===== src/rtl/psi_pkg.sv =====
package psi_pkg;
    localparam int NUM_SRC = 28;
    localparam int SRC_W = $clog2(NUM_SRC);
    localparam int PRIO_W = 4;
    localparam int NUM_LVL = 1 << PRIO_W;
    localparam int WORD_W = 16;
    localparam int EVT_W = 12;
    localparam logic [WORD_W-1:0] FIXED_PRIO_WORD = 16'h0246;
    localparam logic [EVT_W-1:0] EVT_BASE = 12'h400;

    typedef enum logic [1:0] {
        FLD_A   = 2'd0,
        FLD_B   = 2'd1,
        FLD_C   = 2'd2,
        FLD_FIX = 2'd3
    } fld_sel_e;

    typedef struct packed {
        fld_sel_e   sel;
        logic [1:0] nib;
    } fld_t;

    // Where each source finds its priority nibble.
    function automatic fld_t src_field(input int idx);
        fld_t f;
        f.sel = FLD_FIX;
        f.nib = 2'd0;
        case (idx)
            0:                  begin f.sel = FLD_FIX; f.nib = 2'd0; end
            1:                  begin f.sel = FLD_FIX; f.nib = 2'd1; end
            2:                  begin f.sel = FLD_FIX; f.nib = 2'd2; end
            3:                  begin f.sel = FLD_C;   f.nib = 2'd0; end
            4:                  begin f.sel = FLD_C;   f.nib = 2'd3; end
            5, 6, 7, 8, 9:      begin f.sel = FLD_C;   f.nib = 2'd2; end
            10:                 begin f.sel = FLD_A;   f.nib = 2'd3; end
            11, 27:             begin f.sel = FLD_A;   f.nib = 2'd2; end
            12, 13:             begin f.sel = FLD_A;   f.nib = 2'd1; end
            14, 15, 16:         begin f.sel = FLD_A;   f.nib = 2'd0; end
            17, 18, 19, 20:     begin f.sel = FLD_B;   f.nib = 2'd1; end
            21, 22, 23, 24:     begin f.sel = FLD_C;   f.nib = 2'd1; end
            25:                 begin f.sel = FLD_B;   f.nib = 2'd3; end
            26:                 begin f.sel = FLD_B;   f.nib = 2'd2; end
            default:            begin f.sel = FLD_FIX; f.nib = 2'd3; end
        endcase
        return f;
    endfunction

    function automatic logic [PRIO_W-1:0] src_prio(
        input int               idx,
        input logic [WORD_W-1:0] wa,
        input logic [WORD_W-1:0] wb,
        input logic [WORD_W-1:0] wc
    );
        fld_t              f;
        logic [WORD_W-1:0] w;
        f = src_field(idx);
        case (f.sel)
            FLD_A:   w = wa;
            FLD_B:   w = wb;
            FLD_C:   w = wc;
            default: w = FIXED_PRIO_WORD;
        endcase
        return w[{f.nib, 2'b00} +: PRIO_W];
    endfunction

    function automatic logic [EVT_W-1:0] src_event(input logic [SRC_W-1:0] s);
        return EVT_BASE + {{(EVT_W-SRC_W-5){1'b0}}, s, 5'b00000};
    endfunction
endpackage


===== src/rtl/psi_prio_regs.sv =====
module psi_prio_regs
    import psi_pkg::*;
(
    input  logic              clk,
    input  logic              rst_n,
    input  logic              wr_en,
    input  logic [1:0]        wr_sel,
    input  logic [WORD_W-1:0] wr_data,
    output logic [WORD_W-1:0] word_a,
    output logic [WORD_W-1:0] word_b,
    output logic [WORD_W-1:0] word_c,
    output logic              wr_hit
);
    typedef struct packed {
        logic [WORD_W-1:0] a;
        logic [WORD_W-1:0] b;
        logic [WORD_W-1:0] c;
    } regs_t;

    regs_t st_d, st_q;

    always_comb begin
        st_d   = st_q;
        wr_hit = 1'b0;
        if (wr_en) begin
            case (fld_sel_e'(wr_sel))
                FLD_A:   begin st_d.a = wr_data; wr_hit = 1'b1; end
                FLD_B:   begin st_d.b = wr_data; wr_hit = 1'b1; end
                FLD_C:   begin st_d.c = wr_data; wr_hit = 1'b1; end
                default: wr_hit = 1'b0;
            endcase
        end
    end

    always_ff @(posedge clk or negedge rst_n) begin
        if (!rst_n) st_q <= '0;
        else        st_q <= st_d;
    end

    assign word_a = st_q.a;
    assign word_b = st_q.b;
    assign word_c = st_q.c;
endmodule


===== src/rtl/psi_sort_builder.sv =====
module psi_sort_builder
    import psi_pkg::*;
#(
    parameter int N    = NUM_SRC,
    parameter int SW   = SRC_W,
    parameter int TAIL = 2
) (
    input  logic                      clk,
    input  logic                      rst_n,
    input  logic                      start,
    input  logic [WORD_W-1:0]         word_a,
    input  logic [WORD_W-1:0]         word_b,
    input  logic [WORD_W-1:0]         word_c,
    output logic                      busy,
    output logic [N-1:0][SW-1:0]      slot_src,
    output logic [N-1:0][PRIO_W-1:0]  slot_lvl
);
    localparam int TW = $clog2(TAIL + 1);

    typedef struct packed {
        logic                     scan;
        logic [TW-1:0]            tail;
        logic [PRIO_W-1:0]        lvl;
        logic [SW-1:0]            idx;
        logic [SW-1:0]            pos;
        logic [N-1:0][SW-1:0]     src;
        logic [N-1:0][PRIO_W-1:0] plv;
    } bld_t;

    bld_t st_d, st_q;
    logic [PRIO_W-1:0] cur_prio;

    always_comb begin
        st_d     = st_q;
        cur_prio = src_prio(int'(st_q.idx), word_a, word_b, word_c);
        if (start) begin
            st_d.scan = 1'b1;
            st_d.tail = '0;
            st_d.lvl  = PRIO_W'(NUM_LVL - 1);
            st_d.idx  = '0;
            st_d.pos  = SW'(N - 1);
        end else if (st_q.scan) begin
            // Place the current source if it belongs to the level being filled.
            if (cur_prio == st_q.lvl) begin
                st_d.src[st_q.pos] = st_q.idx;
                st_d.plv[st_q.pos] = st_q.lvl;
                st_d.pos           = st_q.pos - 1'b1;
            end
            if (st_q.idx == SW'(N - 1)) begin
                st_d.idx = '0;
                if (st_q.lvl == '0) begin
                    st_d.scan = 1'b0;
                    st_d.tail = TW'(TAIL);
                end else begin
                    st_d.lvl = st_q.lvl - 1'b1;
                end
            end else begin
                st_d.idx = st_q.idx + 1'b1;
            end
        end else if (st_q.tail != '0) begin
            st_d.tail = st_q.tail - 1'b1;
        end
    end

    always_ff @(posedge clk or negedge rst_n) begin
        if (!rst_n) begin
            st_q      <= '0;
            st_q.scan <= 1'b1;
            st_q.lvl  <= PRIO_W'(NUM_LVL - 1);
            st_q.pos  <= SW'(N - 1);
        end else begin
            st_q <= st_d;
        end
    end

    assign busy     = st_q.scan || (st_q.tail != '0);
    assign slot_src = st_q.src;
    assign slot_lvl = st_q.plv;
endmodule


===== src/rtl/psi_arbiter.sv =====
module psi_arbiter
    import psi_pkg::*;
#(
    parameter int N  = NUM_SRC,
    parameter int SW = SRC_W
) (
    input  logic                      clk,
    input  logic                      rst_n,
    input  logic [N-1:0]              irq,
    input  logic [PRIO_W-1:0]         imask,
    input  logic                      hold,
    input  logic [N-1:0][SW-1:0]      slot_src,
    input  logic [N-1:0][PRIO_W-1:0]  slot_lvl,
    output logic                      act,
    output logic                      req,
    output logic [SW-1:0]             src,
    output logic [EVT_W-1:0]          evt
);
    typedef struct packed {
        logic [N-1:0]      pend;
        logic [N-1:0]      lvok;
        logic              act;
        logic              req;
        logic [SW-1:0]     src;
        logic [EVT_W-1:0]  evt;
    } arb_t;

    arb_t st_d, st_q;
    logic [N-1:0]  masked;
    logic [SW-1:0] win_slot;
    logic [SW-1:0] win_src;
    logic          any;

    always_comb begin
        st_d = st_q;
        // Sorted pending vector and decoded mask vector.
        for (int s = 0; s < N; s++) begin
            st_d.pend[s] = irq[slot_src[s]];
            st_d.lvok[s] = slot_lvl[s] > imask;
        end
        masked   = st_q.pend & st_q.lvok;
        any      = 1'b0;
        win_slot = '0;
        for (int s = 0; s < N; s++) begin
            if (masked[s]) begin
                win_slot = SW'(s);
                any      = 1'b1;
            end
        end
        win_src  = slot_src[win_slot];
        st_d.act = any && !hold;
        st_d.src = st_d.act ? win_src : '0;
        st_d.evt = st_d.act ? src_event(win_src) : '0;
        st_d.req = st_d.act && (!st_q.act || (st_d.src != st_q.src));
    end

    always_ff @(posedge clk or negedge rst_n) begin
        if (!rst_n) st_q <= '0;
        else        st_q <= st_d;
    end

    assign act = st_q.act;
    assign req = st_q.req;
    assign src = st_q.src;
    assign evt = st_q.evt;
endmodule


===== src/rtl/prio_sort_intc.sv =====
module prio_sort_intc
    import psi_pkg::*;
(
    input  logic               clk,
    input  logic               rst_n,
    input  logic [NUM_SRC-1:0] irq_i,
    input  logic [PRIO_W-1:0]  imask_i,
    input  logic               wr_en_i,
    input  logic [1:0]         wr_sel_i,
    input  logic [WORD_W-1:0]  wr_data_i,
    output logic               irq_req_o,
    output logic               irq_act_o,
    output logic [SRC_W-1:0]   irq_src_o,
    output logic [EVT_W-1:0]   irq_evt_o
);
    logic [WORD_W-1:0]               word_a, word_b, word_c;
    logic                            wr_hit;
    logic                            rebuild_busy;
    logic [NUM_SRC-1:0][SRC_W-1:0]   slot_src;
    logic [NUM_SRC-1:0][PRIO_W-1:0]  slot_lvl;

    psi_prio_regs u_regs (
        .clk     (clk),
        .rst_n   (rst_n),
        .wr_en   (wr_en_i),
        .wr_sel  (wr_sel_i),
        .wr_data (wr_data_i),
        .word_a  (word_a),
        .word_b  (word_b),
        .word_c  (word_c),
        .wr_hit  (wr_hit)
    );

    psi_sort_builder #(.N(NUM_SRC), .SW(SRC_W), .TAIL(2)) u_build (
        .clk      (clk),
        .rst_n    (rst_n),
        .start    (wr_hit),
        .word_a   (word_a),
        .word_b   (word_b),
        .word_c   (word_c),
        .busy     (rebuild_busy),
        .slot_src (slot_src),
        .slot_lvl (slot_lvl)
    );

    psi_arbiter #(.N(NUM_SRC), .SW(SRC_W)) u_arb (
        .clk      (clk),
        .rst_n    (rst_n),
        .irq      (irq_i),
        .imask    (imask_i),
        .hold     (rebuild_busy),
        .slot_src (slot_src),
        .slot_lvl (slot_lvl),
        .act      (irq_act_o),
        .req      (irq_req_o),
        .src      (irq_src_o),
        .evt      (irq_evt_o)
    );
endmodule


===== config.mk =====
export PLATFORM = sky130hd
export DESIGN_NAME = prio_sort_intc
export DESIGN_NICKNAME = d
export VERILOG_FILES = /design/src/rtl/psi_pkg.sv /design/src/rtl/psi_prio_regs.sv /design/src/rtl/psi_sort_builder.sv /design/src/rtl/psi_arbiter.sv /design/src/rtl/prio_sort_intc.sv
export SDC_FILE = /design/constraint.sdc
export NUM_CORES = 1
export LEC_CHECK = 0
export BUFFER_PORTS_ARGS = -buffer_cell sky130_fd_sc_hd__buf_2
export CAP_MARGIN = 10
export CORE_MARGIN = 10
export CORE_UTILIZATION = 35
export CTS_BUF_LIST = sky130_fd_sc_hd__clkbuf_4 sky130_fd_sc_hd__clkbuf_8
export DETAILED_ROUTE_END_ITERATION = 7
export PLACE_DENSITY = 0.51
export REMOVE_ABC_BUFFERS = 1
export SLEW_MARGIN = 20
export SYNTH_ARGS = -nofsm -noshare
export SYNTH_HDL_FRONTEND = slang
export SYNTH_SLANG_ARGS = --single-unit

===== constraint.sdc =====
create_clock -name clk -period 8.9 [get_ports clk]
set_clock_uncertainty 0.2 [all_clocks]
set_input_delay 0.445 -clock clk [delete_from_list [all_inputs] [get_ports clk]]
set_output_delay 0.445 -clock clk [all_outputs]
set_load 0.05 [all_outputs]

=== Yosys cells after proc, flatten, opt, wreduce, memory -nomap -nowiden ===
Memory sizes are Yosys's and may differ from the RTL's.
Cells that the tools add are included.

* Register bits after elaboration: 392
* Bits in read-only memories: 128
* Input port bits: 53
* Logic and storage cells: 305
* Memories kept: 1

{| class="wikitable"
|+ Memory list
! name !! words !! width !! read ports !! clocked after Yosys merged registers in !! wr ports !! RTL line !! RTL
|-
| (name not given) || 32 || 4 || 1 || 0 || 0 || psi_pkg.sv:28 || <nowiki>case (idx)</nowiki>
|}

* Add/subtract/negate cells: 5
* $lt $le $gt $ge: 59
* Equality and inequality tests: 10
* Shift-type cells: 1
* Mux-type cells: 134
* Bitwise operators: 2
* Reduce and logical (&&, ||, !) cells: 23

{| class="wikitable"
|+ Operators with widths
! kind !! count
|-
| 266-bit 2-to-1 mux || 1
|-
| 257-bit 2-to-1 mux || 1
|-
| 5-bit by 6-bit less-than comparator with 1-bit output, second input constant || 30
|-
| 1-bit binary-select mux with 5-bit select || 28
|-
| 140-bit bitwise mux || 1
|-
| 112-bit bitwise mux || 1
|-
| 4-bit greater-than comparator || 28
|-
| 5-bit 2-to-1 mux || 16
|-
| 1-bit 2-to-1 mux || 60
|-
| 16-bit one-hot mux with 3 select lines || 1
|-
| 4-bit 2-to-1 mux || 10
|-
| 28-bit AND || 1
|-
| 5-bit binary-select mux with 5-bit select || 1
|-
| 5-bit demux with 5-bit select || 1
|-
| 4-bit demux with 5-bit select || 1
|-
| 17-bit 2-to-1 mux || 1
|-
| 16-bit by 5-bit indexed part select with 4-bit output || 1
|-
| 3-bit 2-to-1 mux || 5
|-
| 11-bit by 10-bit adder with 12-bit output, first input constant || 1
|-
| 12-bit 2-to-1 mux || 1
|-
| 3-bit AND reduction || 3
|-
| 2-bit 2-to-1 mux || 4
|-
| 2-bit AND reduction || 4
|-
| 2-bit nonzero test || 4
|-
| other kinds (21) || 29
|}

=== Depth between registers and ports, before layout ===
Gate-level depths: netlist of the first run.

* Word-level depth: 34
* Depth in mapped cells: 19
* Gate-level depth less buffers: 16

=== Modules after synthesis ===
A second synthesis of the first run with hierarchy kept.

* Cell total of the unflattened synthesis: 2,330
* Area total of the unflattened synthesis: 28,399.7 um2

{| class="wikitable"
|+ By module, submodules not included
! module !! instances !! cells each !! area an instance (um2) !! seq. area each (um2)
|-
| psi_sort_builder || 1 || 1,095 || 13,939.6 || 6,742.7
|-
| psi_arbiter || 1 || 1,132 || 12,637.1 || 1,576.5
|-
| psi_prio_regs || 1 || 103 || 1,823.0 || 1,201.2
|}

=== Worst setup path after synthesis of the first run ===
OpenSTA, ideal clock, no wires.

* Path kind: register to register
* Start point: reg u_build.st_q[257] (netlist bit)
* End point: reg with a tool-made name
* Setup time: 128 ps
* Arrival: 3,970 ps
* Slack: 4,602 ps
* Stages on the path, launching flop included: 20
* Buffers on the path: 3
* Clock period less this slack: 4,298 ps
* Path through: dfrtp_1 -> clkbuf_1 -> inv_1 -> ha_1 -> inv_1 -> ha_1 -> nand2b_1 -> a32oi_4 -> buf_2 -> mux2_1 -> a221oi_1 -> nor2_1 -> o21ai_1 -> xnor2_1 -> nand3_1 -> nor3_2 -> buf_6 -> nand2_8 -> nor2_8 -> mux2_1

{| class="wikitable"
|+ RTL lines
! item !! RTL line !! RTL
|-
| start: declaration || psi_sort_builder.sv:30 || <nowiki>bld_t st_d, st_q;</nowiki>
|-
| start signal: assignment || psi_sort_builder.sv:72 || <nowiki>st_q <= st_d;</nowiki>
|}

==> results.py, run 1 <==
metrics = {
    "synthesis": {
        "synthesis.area_um2": 25700,
        "synth_seq_area_share": 0.371,
        "syn_area_per_cell_um2": 13.1,
        "synth_seq_cells": 380,
        "synth_top_cell_by_area": "dfrtp_1",
        "yosys_warnings": 0,
        "synth_edf_count": 0,
        "syn_inst": 1955,
        "synth_top_area_frac": 0.362,
        "ys_types": 78,
        "ys.flop_type": "dfrtp_1",
        "yosys-top-cells-area": "dfrtp_1, mux4_2, mux2_1",
        "synthArstFlopShare": 1.00,
    },
    "worst_setup_path": {
        "end_kind": "register",
        "critPathKind": "reg -> reg",
        "ff2ff_path_depth": 15,
        "cp_max_fo": 17,
        "critical_path.max_stage_delay_ps": 710,
        "cp.required_ps": 9230,
        "critPathArrivalTime_ps": 5440,
        "crit_family": "simple AND/OR/NAND/NOR gates",
        "cp_cell_sequence": "inv_1 > ha_1 > or3b_1 > a32oi_2 > nor2_2 > a22oi_1 > nor2_1 > a2111oi_0 > a21oi_1 > xor2_1 > nor3_2 > buf_4 > nand2_2 > nor2_4 > mux2_1",
        "path_depth": 15,
        "path_buf_inv": 2,
        "crit_path_top_delay_cell": "a32oi_2",
        "start_kind": "register",
    },
    "global_route": {
        "grt_max_degree": 168,
        "antenna_found_initial": 4,
        "grt.overflow.total": 0,
        "grt_pass1_wl_um": 126000,
        "grt_pass1_vias": 19100,
        "grt_use_total": 0.194,
    },
    "worst_hold_path": {
        "min_path_type": "in -> reg",
        "holdPathStages": 3,
    },
    "cts": {
        "post_cts_buffers": 0,
        "clkSinkCount": 380,
        "cts_max_level": 3,
        "cts_root_buf": "clkbuf_8",
        "cts_tree": "done",
        "cts_buffer_depth": 3,
        "clk_pin_slew_ps": 60,
        "ctsResizeCount": 0,
        "cts_made_buffers": 72,
        "insertion_delay_ps": 660,
    },
    "detailed_routing": {
        "viasPerCell": 6.10,
        "antenna_left": 0,
        "wire_per_inst_um": 27.9,
        "drtPass1Iterations": 5,
        "drt-total-wl_um": 82800,
        "dr_total_vias": 18100,
        "drc": 0,
        "first_iter_violations": 1549,
    },
    "placed_design": {
        "io_buffers": 65,
        "dp_hpwl_um": 51300,
        "dp_cells": 2820,
        "gp_congestion": 0.909,
    },
    "final_layout": {
        "layout.nets": 2132,
        "drive_gt1_frac": 0.292,
        "fin_cells": 2965,
        "syn2layout_area_growth_pct": 10.4,
    },
    "power": {
        "pwr_density_cell_nw_per_um2": 182,
        "irDropWorstVdd_mv": 0.112,
        "p_leak_uw": 0.0127,
        "power_uw": 5150,
    },
    "timing": {
        "min_period_ps": 5110,
        "worst_slew_pin_slew_ps": 960,
        "final_max_slew_viol_count": 0,
        "rsz0062_at_grt": "no",
        "fin_setup_tns_ps": 0,
        "fmax_mhz": 196,
        "maxSlewHeadroom": 0.360,
        "period_share": 0.574,
        "finalSetupViolations": 0,
        "finalHoldViolations": 0,
    },
    "floorplan": {
        "num_rows": 99,
        "dieHeight_um": 291,
        "fp.dieW_um": 291,
        "num_io_pins": 72,
        "coreArea_um2": 72800,
        "initial_core_util": 0.352,
        "die_area_um2": 84600,
    },
    "flow_run": {
        "maxCapViolCount": 0,
    },
    "outcome": {
        "status": "finished clean",
    },
}
[worst reg2reg max path: stages, from the launching register on]
cell	delay, ps
dfrtp_1	490
inv_1	120
ha_1	300
or3b_1	400
a32oi_2	710
nor2_2	280
a22oi_1	250
nor2_1	60
a2111oi_0	350
a21oi_1	100
xor2_1	170
nor3_2	180
buf_4	280
nand2_2	330
nor2_4	380
mux2_1	360
[final timing paths]
check	start	to	slack [ps]
setup reg to reg	u_build.st_q[258]	register	3790
setup / recovery	u_build.st_q[258]	register	3790
max in group asynchronous	rst_n	u_arb.st_q[67]	6830
hold reg to reg	register	register	290
hold / removal	wr_en_i	u_build.st_q[264]	80
min in group asynchronous	rst_n	u_regs.word_c[0]	240
[layer usage]
metal	up-vias	track usage	wire, um
met3	208	0.0510	7420
met4	0	0.0728	2860
met5	-	0	0
li1	7550	-	-
met2	952	0.298	37500
met1	9390	0.258	35000
[area by class of cell]
cell class | count | area (um2)
diodes | 2 | 5.00
flip-flops and latches | 380 | 9520
clock buffers | 117 | 1450
repair buffers | 101 | 661
inverters | 47 | 176
multi-input cells | 1350 | 15200
fillers | 6863 | 44500
clock inverters | 9 | 76.3
well taps | 959 | 1200
[metrics by stage]
| stage | worst slack (ps) | hold WS [ps] | instance area, um2 | util |
|---|---|---|---|---|
| 3_5_place_dp | 3790 | 281 | 26600 | 0.366 |
| 2_1_floorplan | 3350 | -50.6 | 24900 | - |
| 5_1_grt | 3400 | 82.0 | 28300 | 0.389 |
| 6_report | 3790 | 78.8 | 28300 | 0.389 |
| 3_3_place_gp | 3830 | 273 | 26600 | 0.366 |
| 4_1_cts | 3750 | 15.9 | 28300 | 0.389 |
[cells in the final DEF, fill, tap and decap left out, types with 19 or more instances in the layout]
cell type,n
clkbuf_4,25
nor2_8,21
mux2_1,229
ha_1,127
o21ai_0,70
mux4_2,230
buf_2,64
nand3_1,19
a21oi_1,57
mux2_2,92
dfrtp_1,371
nand2b_1,34
inv_1,46
mux2i_1,100
clkbuf_8,92
nor2_1,35
nand2_1,66
nor2b_1,32
nand3b_1,34
a41oi_1,28
[cells in the mapped netlist, drive strengths merged (7+ instances only)]
cell type,count
buf,33
o21ai,75
nand2,70
dfrtp,371
a221oi,13
a41oi,28
nand2b,34
dfstp,9
and3,10
a21oi,57
nor2,65
inv,47
ha,127
mux4,230
nor2b,32
mux2,321
a22oi,14
o22ai,11
nand3b,34
nand3,19
clkbuf,150
nand4,8
mux2i,100
xnor2,7
nor3,9
[kinds of logic (layout without fill, tap and decap cells)]
kind of cell	after synthesis	in the layout	share of synthesized area
AO/OA/AOI/OAI	257	257	0.0670
adder cells (fa/ha/maj)	127	127	0.0619
AND/OR/NAND/NOR	296	296	0.0774
flip-flops	380	380	0.371
buffers and inverters	230	274	0.0367
XOR/XNOR	13	13	0.00443
multiplexers	651	651	0.382
other	1	8	0.000146
[repair_timing]
action                                  4_1_cts  5_1_grt
endpoints found under the hold margin       149        0
hold buffers                                 17        0
endpoints found under the setup margin        0        0
[power breakdown]
part	internal, uW	switching (uW)	leakage [uW]	total (uW)
clock	1060	779	0.000819	1840
sequential	1840	133	0.00493	1970
combinational	542	802	0.00696	1340
total	3440	1710	0.0127	5150
Note: power is estimated with default switching activity, not from simulation.
==> run 2: changes to the inputs <==
ABC_AREA = 1   (was not set)
clock period = 5.4 ns   (was 8.9 ns; I/O delays follow)
==> results.py, run 2 <==
metrics = {
    "outcome": {
        "status": "finished clean",
    },
    "timing": {
        "finalSetupViolations": 0,
        "finalHoldViolations": 0,
        "rsz0062_at_grt": "no",
        "worst_slew_pin_slew_ps": 1090,
        "min_period_ps": 4430,
        "fin_ws_ps": 966,
        "maxSlewHeadroom": 0.275,
        "fmax_mhz": 226,
        "fin_setup_tns_ps": 0,
        "period_share": 0.821,
        "final_max_slew_viol_count": 0,
    },
    "cts": {
        "cts_root_buf": "clkbuf_8",
        "cts_max_level": 3,
        "cts_tree": "done",
        "insertion_delay_ps": 680,
        "clkSinkCount": 380,
        "ctsResizeCount": 0,
        "clk_pin_slew_ps": 50,
        "cts_buffer_depth": 3,
        "cts_made_buffers": 74,
    },
    "synthesis": {
        "synth_seq_area_share": 0.368,
        "syn_area_per_cell_um2": 7.25,
        "ys_types": 53,
        "synth_edf_count": 0,
        "synth_seq_cells": 380,
        "syn_inst": 3568,
        "ys.flop_type": "dfrtp_1",
        "yosys-top-cells-area": "dfrtp_1, nand2_1, o21ai_0",
        "synth.most_common_cell": "nand2_1",
        "synthesis.area_um2": 25900,
        "yosys_warnings": 0,
        "synth_top_cell_by_area": "dfrtp_1",
        "ys_top_cells_by_count": "nand2_1, dfrtp_1, o21ai_0",
        "synthArstFlopShare": 1.00,
        "synth_top_area_frac": 0.359,
    },
    "final_layout": {
        "fillers": 7720,
        "drive_gt1_frac": 0.0906,
        "layout_common_cells": "nand2_1, dfrtp_1, o21ai_0",
        "syn2layout_area_growth_pct": 10.0,
        "final_common_cell": "nand2_1",
        "layout.nets": 3677,
        "fin_util": 0.390,
    },
    "detailed_routing": {
        "viasPerCell": 5.61,
        "drc": 0,
        "first_iter_violations": 2651,
        "dr_total_vias": 25300,
        "drt-total-wl_um": 96900,
        "drtPass1Iterations": 6,
        "wire_per_inst_um": 21.5,
        "antenna_left": 0,
    },
    "worst_setup_path": {
        "critPathArrivalTime_ps": 4760,
        "crit_path_top_delay_cell": "buf_4",
        "crit_family": "simple AND/OR/NAND/NOR gates",
        "cpMostUsedCell": "nand2_1",
        "critPathKind": "reg -> reg",
        "critical_path.max_stage_delay_ps": 490,
        "start_kind": "register",
        "cp.required_ps": 5730,
        "cp_cell_sequence": "inv_1 > buf_4 > ha_1 > nor2_1 > o21bai_1 > nand2_1 > nand3_1 > nand4_1 > o21ai_1 > a22o_1 > xor2_1 > nor2_1 > nand2_1 > nor2_2 > inv_2 > nor2_4 > inv_4 > nor2_8 > nand4_4 > nand2_1 > o21ai_2",
        "cp_max_fo": 29,
        "end_kind": "register",
        "path_buf_inv": 4,
    },
    "global_route": {
        "antenna_found_initial": 2,
        "grt.overflow.total": 0,
        "grt_pass1_wl_um": 148000,
        "grt_use_total": 0.221,
        "grt_pass1_vias": 23600,
        "grt_max_degree": 139,
    },
    "floorplan": {
        "num_rows": 99,
        "dieHeight_um": 292,
        "fp.dieW_um": 292,
        "num_io_pins": 72,
        "initial_core_util": 0.354,
        "coreArea_um2": 73100,
        "die_area_um2": 85200,
    },
    "flow_run": {
        "maxCapViolCount": 0,
    },
    "power": {
        "irDropWorstVdd_mv": 0.195,
        "pwr_density_cell_nw_per_um2": 292,
        "p_leak_uw": 0.0131,
    },
    "worst_hold_path": {
        "min_path_type": "in -> async",
    },
    "placed_design": {
        "place_ws_ps": 968,
        "dp_hpwl_um": 58800,
        "io_buffers": 65,
        "gp_congestion": 0.864,
    },
}
-- run 2: cell count changes after synthesis, moves of 92 or more --
cell     change
o21ai_0    +261
inv_1      +188
a21oi_1    +241
mux4_2     -230
o21ai_1    +244
nand2_1    +748
mux2_1     -229
nand3_1    +222
mux2_2      -92
nor2_1     +143
mux2i_1    -100
-- run 2: where the power goes --
group / switching [uW] / internal, uW / total, uW
Combinational: 1400 / 601 / 2000
Clock: 1390 / 1800 / 3180
Sequential: 143 / 2990 / 3140
Total: 2930 / 5390 / 8320
-- run 2: cells by family (layout without fill, tap and decap cells) --
group           count (synthesis)  count (layout)  synth area share
xor+xnor                        7               7           0.00237
flops                         380             380             0.368
fa+ha+maj                     127             127            0.0614
simple gates                 1329            1329             0.220
buf+inv                       556             539            0.0870
other cells                     1               7          0.000145
compound gates               1168            1168             0.261
-- run 2: through the flow --
step	cell area, um2	instances	power, uW	hold slack, ps
global placement	26600	4355	5150	207
finish	28500	4516	8320	52.5
global route	28500	4516	8750	153
detailed placement	26600	4355	5150	210
floorplan	24700	3290	4300	-226
CTS	28500	4515	8390	106
-- run 2: layer usage --
metal | vias to the layer above | part of all wire | global-route usage
met5 | - | 0 | 0
met1 | 11800 | 0.45 | 0.303
li1 | 12200 | - | -
met2 | 1065 | 0.43 | 0.339
met3 | 256 | 0.080 | 0.0438
met4 | 0 | 0.041 | 0.0879
-- run 2: worst paths after layout --
path                                         from                end  slack (ps)  cells past startpoint
worst max register to register  u_build.st_q[257]           register         970                     21
max in group asynchronous                   rst_n     u_arb.st_q[71]        3620                      3
worst min register to register           register           register         290                      2
worst min-delay path                        rst_n  u_regs.word_b[11]          50                      2
worst max-delay path            u_build.st_q[257]           register         970                     21
min in group clk                         irq_i[8]     u_arb.st_q[74]         160                      5
-- run 2: repair_timing --
action / in CTS / in global routing
hold endpoints to repair: 160 / 0
hold buffers: 25 / 0
setup buffers: 0 / 0
-- run 2: area by class of cell --
type | count | area [um2] | share of cell area
Timing Repair Buffer | 131 | 931 | 0.0327
Antenna cell | 1 | 2.50 | 0.0000879
Clock inverter | 23 | 206 | 0.00725
Tap cell | 959 | 1200 | 0.0422
Multi-Input combinational cell | 2637 | 14200 | 0.497
Inverter | 273 | 1030 | 0.0362
Sequential cell | 380 | 9520 | 0.334
Clock buffer | 112 | 1420 | 0.0500
